## config.mk

```make
export PLATFORM = sky130hd
export DESIGN_NAME = subclk_timebase
export DESIGN_NICKNAME = d
export VERILOG_FILES = /design/src/rtl/tbase_pkg.sv /design/src/rtl/tbase_clear_detect.sv /design/src/rtl/tbase_phase_div.sv /design/src/rtl/tbase_counter.sv /design/src/rtl/subclk_timebase.sv
export SDC_FILE = /design/constraint.sdc
export NUM_CORES = 1
export LEC_CHECK = 0
export BUFFER_PORTS_ARGS = -buffer_cell sky130_fd_sc_hd__buf_2
export CORE_AREA = 2 2 40 42
export DETAILED_ROUTE_END_ITERATION = 6
export DIE_AREA = 0 0 42 44
export PLACE_DENSITY_LB_ADDON = 0.1
export SETUP_SLACK_MARGIN = 0.3
export SYNTH_ARGS = -nofsm -noshare
export SYNTH_HDL_FRONTEND = slang
export SYNTH_SLANG_ARGS = --single-unit
```

## constraint.sdc

```tcl
create_clock -name clk -period 2.4 [get_ports clk]
set_clock_uncertainty 0.1 [all_clocks]
set_input_delay 0.24 -clock clk [delete_from_list [all_inputs] [get_ports clk]]
set_output_delay 0.24 -clock clk [all_outputs]
set_load 0.005 [all_outputs]
```

## src/rtl/tbase_pkg.sv

```systemverilog
package tbase_pkg;

  localparam int unsigned DEF_CNT_W  = 5;
  localparam int unsigned DEF_DIV    = 4;
  localparam int unsigned DEF_CTRL_W = 8;
  localparam int unsigned DEF_CLR_HI = 3;
  localparam int unsigned DEF_CLR_LO = 2;

  // Mask with the two clear-request bits set
  function automatic logic [DEF_CTRL_W-1:0] clr_mask(input int unsigned hi, input int unsigned lo);
    logic [DEF_CTRL_W-1:0] m;
    m = '0;
    m[hi] = 1'b1;
    m[lo] = 1'b1;
    return m;
  endfunction

endpackage

```

## src/rtl/tbase_clear_detect.sv

```systemverilog
module tbase_clear_detect #(
  parameter int unsigned CTRL_W = tbase_pkg::DEF_CTRL_W,
  parameter int unsigned CLR_HI = tbase_pkg::DEF_CLR_HI,
  parameter int unsigned CLR_LO = tbase_pkg::DEF_CLR_LO
) (
  input  logic              wr_en,
  input  logic [CTRL_W-1:0] wr_data,
  output logic              clr_hit
);
  localparam logic [CTRL_W-1:0] MASK = CTRL_W'(tbase_pkg::clr_mask(CLR_HI, CLR_LO));

  // Both request bits must be one; other bits are don't-care
  always_comb begin
    clr_hit = wr_en && ((wr_data & MASK) == MASK);
  end
endmodule

```

## src/rtl/tbase_phase_div.sv

```systemverilog
module tbase_phase_div #(
  parameter int unsigned DIV = tbase_pkg::DEF_DIV
) (
  input  logic clk,
  input  logic rst,
  input  logic sync_clr,
  output logic tick
);
  localparam int unsigned DW = (DIV > 1) ? $clog2(DIV) : 1;
  localparam logic [DW-1:0] LAST = DW'(DIV - 1);
  localparam logic [DW-1:0] ONE  = DW'(1);

  logic [DW-1:0] phase;

  always_comb begin
    tick = (phase == LAST);
  end

  always_ff @(posedge clk) begin
    if (rst || sync_clr) begin
      phase <= '0;
    end else if (tick) begin
      phase <= '0;
    end else begin
      phase <= phase + ONE;
    end
  end
endmodule

```

## src/rtl/tbase_counter.sv

```systemverilog
module tbase_counter #(
  parameter int unsigned CNT_W = tbase_pkg::DEF_CNT_W
) (
  input  logic             clk,
  input  logic             rst,
  input  logic             sync_clr,
  input  logic             tick,
  output logic [CNT_W-1:0] count,
  output logic             ovf_stb,
  output logic [CNT_W-1:0] tap_stb
);
  localparam logic [CNT_W-1:0] ONE = CNT_W'(1);

  logic [CNT_W-1:0] carry;

  // Ripple of all-ones detection, one stage per bit
  generate
    for (genvar i = 0; i < CNT_W; i++) begin : g_carry
      if (i == 0) begin : g_first
        assign carry[i] = count[0];
      end else begin : g_next
        assign carry[i] = carry[i-1] & count[i];
      end
    end
  endgenerate

  always_ff @(posedge clk) begin
    if (rst || sync_clr) begin
      count   <= '0;
      ovf_stb <= 1'b0;
      tap_stb <= '0;
    end else if (tick) begin
      count   <= count + ONE;
      ovf_stb <= carry[CNT_W-1];
      tap_stb <= carry;
    end else begin
      ovf_stb <= 1'b0;
      tap_stb <= '0;
    end
  end
endmodule

```

## src/rtl/subclk_timebase.sv

```systemverilog
module subclk_timebase #(
  parameter int unsigned CNT_W  = tbase_pkg::DEF_CNT_W,
  parameter int unsigned DIV    = tbase_pkg::DEF_DIV,
  parameter int unsigned CTRL_W = tbase_pkg::DEF_CTRL_W,
  parameter int unsigned CLR_HI = tbase_pkg::DEF_CLR_HI,
  parameter int unsigned CLR_LO = tbase_pkg::DEF_CLR_LO
) (
  input  logic              clk,
  input  logic              rst,
  input  logic              wr_en,
  input  logic [CTRL_W-1:0] wr_data,
  output logic [CNT_W-1:0]  count,
  output logic              ovf_stb,
  output logic [CNT_W-1:0]  tap_stb
);
  logic clr_hit;
  logic tick;

  tbase_clear_detect #(
    .CTRL_W (CTRL_W),
    .CLR_HI (CLR_HI),
    .CLR_LO (CLR_LO)
  ) u_clr (
    .wr_en   (wr_en),
    .wr_data (wr_data),
    .clr_hit (clr_hit)
  );

  tbase_phase_div #(
    .DIV (DIV)
  ) u_div (
    .clk      (clk),
    .rst      (rst),
    .sync_clr (clr_hit),
    .tick     (tick)
  );

  tbase_counter #(
    .CNT_W (CNT_W)
  ) u_cnt (
    .clk      (clk),
    .rst      (rst),
    .sync_clr (clr_hit),
    .tick     (tick),
    .count    (count),
    .ovf_stb  (ovf_stb),
    .tap_stb  (tap_stb)
  );
endmodule

```

== Word-level counts from Yosys, hierarchy flattened ==
Index checks and enable logic that the tools add are counted.
Storage, ports and cells
  register bits: 13
  bits of input ports: 11
  output and inout bits: 11
  logic and storage cells: 17
Operators by class
  add/subtract/negate cells: 2
  equality and inequality tests: 2
  bitwise gates (word level): 5
  reductions and logical operators: 4
Operators by type and width (number)
  $add 5x1->5 const B: 1
  $and 1x1->1: 4
  $eq 2x2->1 const B: 2
  $reduce_or 2->1: 2
  $add 2x1->2 const B: 1
  $logic_and 1x1->1: 1
  $logic_or 1x1->1: 1
  $not 1->1: 1

== Logic depth before layout (Yosys ltp) ==
  depth in word-level cells: 4
  depth in mapped cells: 4
  depth with buffers taken out: 4

== Hierarchy ==
Synthesis repeated with hierarchy kept, for this count alone.
Unflattened totals
  cells, all modules: 43
  area, all modules: 503.0 um^2
By module, submodules not included
  tbase_counter: times used 1, cells each 37, area each 416.6 um^2, sequential area each 200.2 um^2
  tbase_phase_div: times used 1, cells each 5, area each 80.1 um^2, sequential area each 40.0 um^2
  tbase_clear_detect: times used 1, cells each 1, area each 6.3 um^2, sequential area each 0.0 um^2

== Worst setup path after synthesis ==
Ideal clock, no wire load.
  kind: reg2reg
  start: register u_cnt.count[0]
  end: register u_cnt.count[2]
  library setup time: 0.114 ns
  arrival time: 0.968 ns
  required time: 2.186 ns
  setup slack: 1.218 ns
  stages on the path, launching flop included: 5
  path buffers: 0
  period minus slack after synthesis: 1.182 ns
  cell sequence: dfxtp_1 > ha_1 > ha_1 > mux2i_1 > nor2_1
On the way
  cells in the longest elaborated chain, start to end: 1
RTL lines
  from (decl): RTL line tbase_counter.sv:8  | output logic [CNT_W-1:0] count,
  from (signal assigned): RTL line tbase_counter.sv:33  | count <= count + ONE;
  $add 5x1->5: RTL line tbase_counter.sv:33
No other way between the ends.
A chain may end at the register's enable or synchronous reset.

== Worst setup path after layout ==
  start: register u_div.phase[0]
  end: register u_cnt.count[4]
On the way
  cells in the longest elaborated chain, start to end: 1
RTL lines
  from (decl): RTL line tbase_phase_div.sv:13  | logic [DW-1:0] phase;
  from (signal assigned): RTL line tbase_phase_div.sv:25  | phase <= phase + ONE;
  $eq 2x2->1: RTL line tbase_phase_div.sv:16  | tick = (phase == LAST);
No other way between the ends.

==> reports/qor.yml <==
rsz0062_at_grt: "no"
yosysSeqAreaShare_pct: 51.75
layout.cells.non_filler: 73
finalHoldViolCount: 0
die_w_um: 42
leakagePower_nw: 0.2719
slew_headroom_pct: 69.56
dr.pass1.iters: 2
avgSynthCellArea_um2: 11.05
yosysMostFrequentCell: "dfxtp_1"
worstSetupStartpoint: "u_div.phase[0]"
cts_setup_buffers: 0
first_iter_violations: 4
yosys.area.top_type_share_pct: 51.75
crit_type: "reg -> reg"
synthTopCellsByArea: "dfxtp_1 52%, ha_1 8.1%, nor2_1 5.7%"
cp_max_fo: 12
status: "finished, final reports clean"
p_per_area_nw_per_um2: 621.0
clk_pin_slew_ps: 70
cp-end-kind: "register"
async_flop_share_pct: 0
dieArea_um2: 1848
final_util_pct: 39.42
ff2ff_setup_slack_ps: 1020
peakVddDrop_v: 0.0003259
finalSetupViolCount: 0
place_inst: 70
ys.warnings.count: 0
final_max_slew_viol_count: 0
r2r_cells: 4
endpoint: "u_cnt.count[4]"
yosysTopAreaCell: "dfxtp_1"
ys.flop_type: "dfxtp_1"
grt_max_degree: 13
top_level_ports: 22
crit_required_ps: 2460
wl_per_cell_um: 9.822
cts_tree: "done"
rows: 14
antenna_found_initial: 0
clock_latency_ps: 260
vias_per_cell: 4.397
route.vias.total: 321
die_h_um: 44
syn-cell-area_um2: 464.2
clk_path_buf_depth: 2
syn_nets: 56
drv_cap: 0
grtUsageTotal_pct: 9.528
dpl_cell_area_um2: 536.8
synth.top_cells.by_count: "12 x dfxtp_1, 7 x nor2_1, 3 x and3_1, 3 x buf_4, 3 x ha_1"
ys_types: 15
cts_root_buf: "clkbuf_4"
nNetsFinal: 73
area_growth_pct: 20.49
synth_edf_count: 0
finalWirelength_um: 717
fin_tns_setup_ps: 0
grt_overflow: 0
antenna_cells: 0
r2r-end: "u_cnt.count[4]"
grt_first_pass_wirelength_mm: 1.235
worstPathArrival_ps: 1440
final.min_clock_period_ps: 1380
grt_pass1_vias: 301
ys_seq_elements: 12
tightest_slew_ps: 456.6
cts-resized-gates: 0
fmax_mhz: 724.4
worst_setup_path_start_kind: "register"
start_util_pct: 32.72
clkSinkCount: 12
post-route-drc-count: 0
cts_max_level: 1
timing.rr.start: "u_div.phase[0]"
numCtsBuffers: 3
p_total_mw: 0.3473
ctsHoldBuffers: 0
dpl.hpwl_um: 518.6
hp-class: "in -> reg"
finalCritPeriodShare_pct: 57.52
finalWeightedCongestion: 0.6369
final_cell_area_um2: 559.3
core_area_um2: 1419
ant_nets: 0
synthCells: 42
drive_above_1_share_pct: 36.84
portBuffers: 15
-- power breakdown --
part	switching, mW	internal, mW
logic	0.0115	0.0118
registers	0.00284	0.204
clock network	0.0594	0.0580
total	0.0738	0.274
-- registers in the layout (all words and copies together), names as in the netlist --
register,cells
u_div.phase,2
u_cnt.count,5
u_cnt.tap_stb,5
-- routing by layer --
metal / vias up / track usage (%) / share of wire [%]
li1: 173 / - / -
met1: 137 / 11.68 / 49
met2: 11 / 12.19 / 43
met3: 0 / 6.250 / 8.2
met4: 0 / 5.806 / 0
met5: - / 0 / 0
-- cell type report --
class,count,area (µm²)
Timing Repair Buffer,15,75.07
Sequential cell,12,240.2
Tap cell,16,20.02
Clock buffer,3,22.52
Multi-Input combinational cell,27,201.4
Fill cell,146,859.6
-- cell families (layout without fill, tap and decap cells) --
group,Yosys count,count (layout),share of synthesized area (%)
mux,2,2,4.313
fa+ha+maj,3,3,8.087
flops,12,12,51.75
xor+xnor,3,3,5.661
buf+inv,3,18,4.851
compound gates,2,2,6.469
simple gates,17,17,18.87
-- metrics by stage --
stage / worst slack (ps) / hold slack (ps)
6_report: 1020 / 181.5
5_1_grt: 859.1 / 205.6
4_1_cts: 1018 / 177.1
3_5_place_dp: 1034 / 329.0
3_3_place_gp: 1022 / 324.3
2_1_floorplan: 1218 / 304.0
-- layout by cell type (no fill, tap or decap) --
cell	netlist	final
a31o_4	1	1
a31oi_2	1	1
and3_1	3	3
buf_2	0	15
clkbuf_4	0	3
dfxtp_1	12	12
ha_1	3	3
mux2i_1	2	2
nand2_1	2	2
nand3_1	1	1
nand4_1	2	2
nor2_1	7	7
nor3_1	1	1
nor3b_2	1	1
xnor2_1	1	1
xor2_1	2	2
-- critical path, stage by stage, from the launching register on --
cell,delay [ps]
dfxtp_1,340
ha_1,450
nand4_1,170
xor2_1,170
nor2_1,50
-- worst min path at each step --
stage / startpoint / endpoint / slack, ps / cells after the start
finish: rst / u_cnt.tap_stb[3] / 180 / 4
global route: rst / u_cnt.tap_stb[3] / 210 / 4
CTS: rst / u_cnt.tap_stb[3] / 180 / 4
detailed placement: u_div.phase[0] / u_div.phase[0] / 330 / 1
global placement: u_div.phase[0] / u_div.phase[0] / 320 / 1
floorplan: u_div.phase[0] / u_div.phase[0] / 300 / 1
No activity file was read; power rests on OpenSTA's default activity.
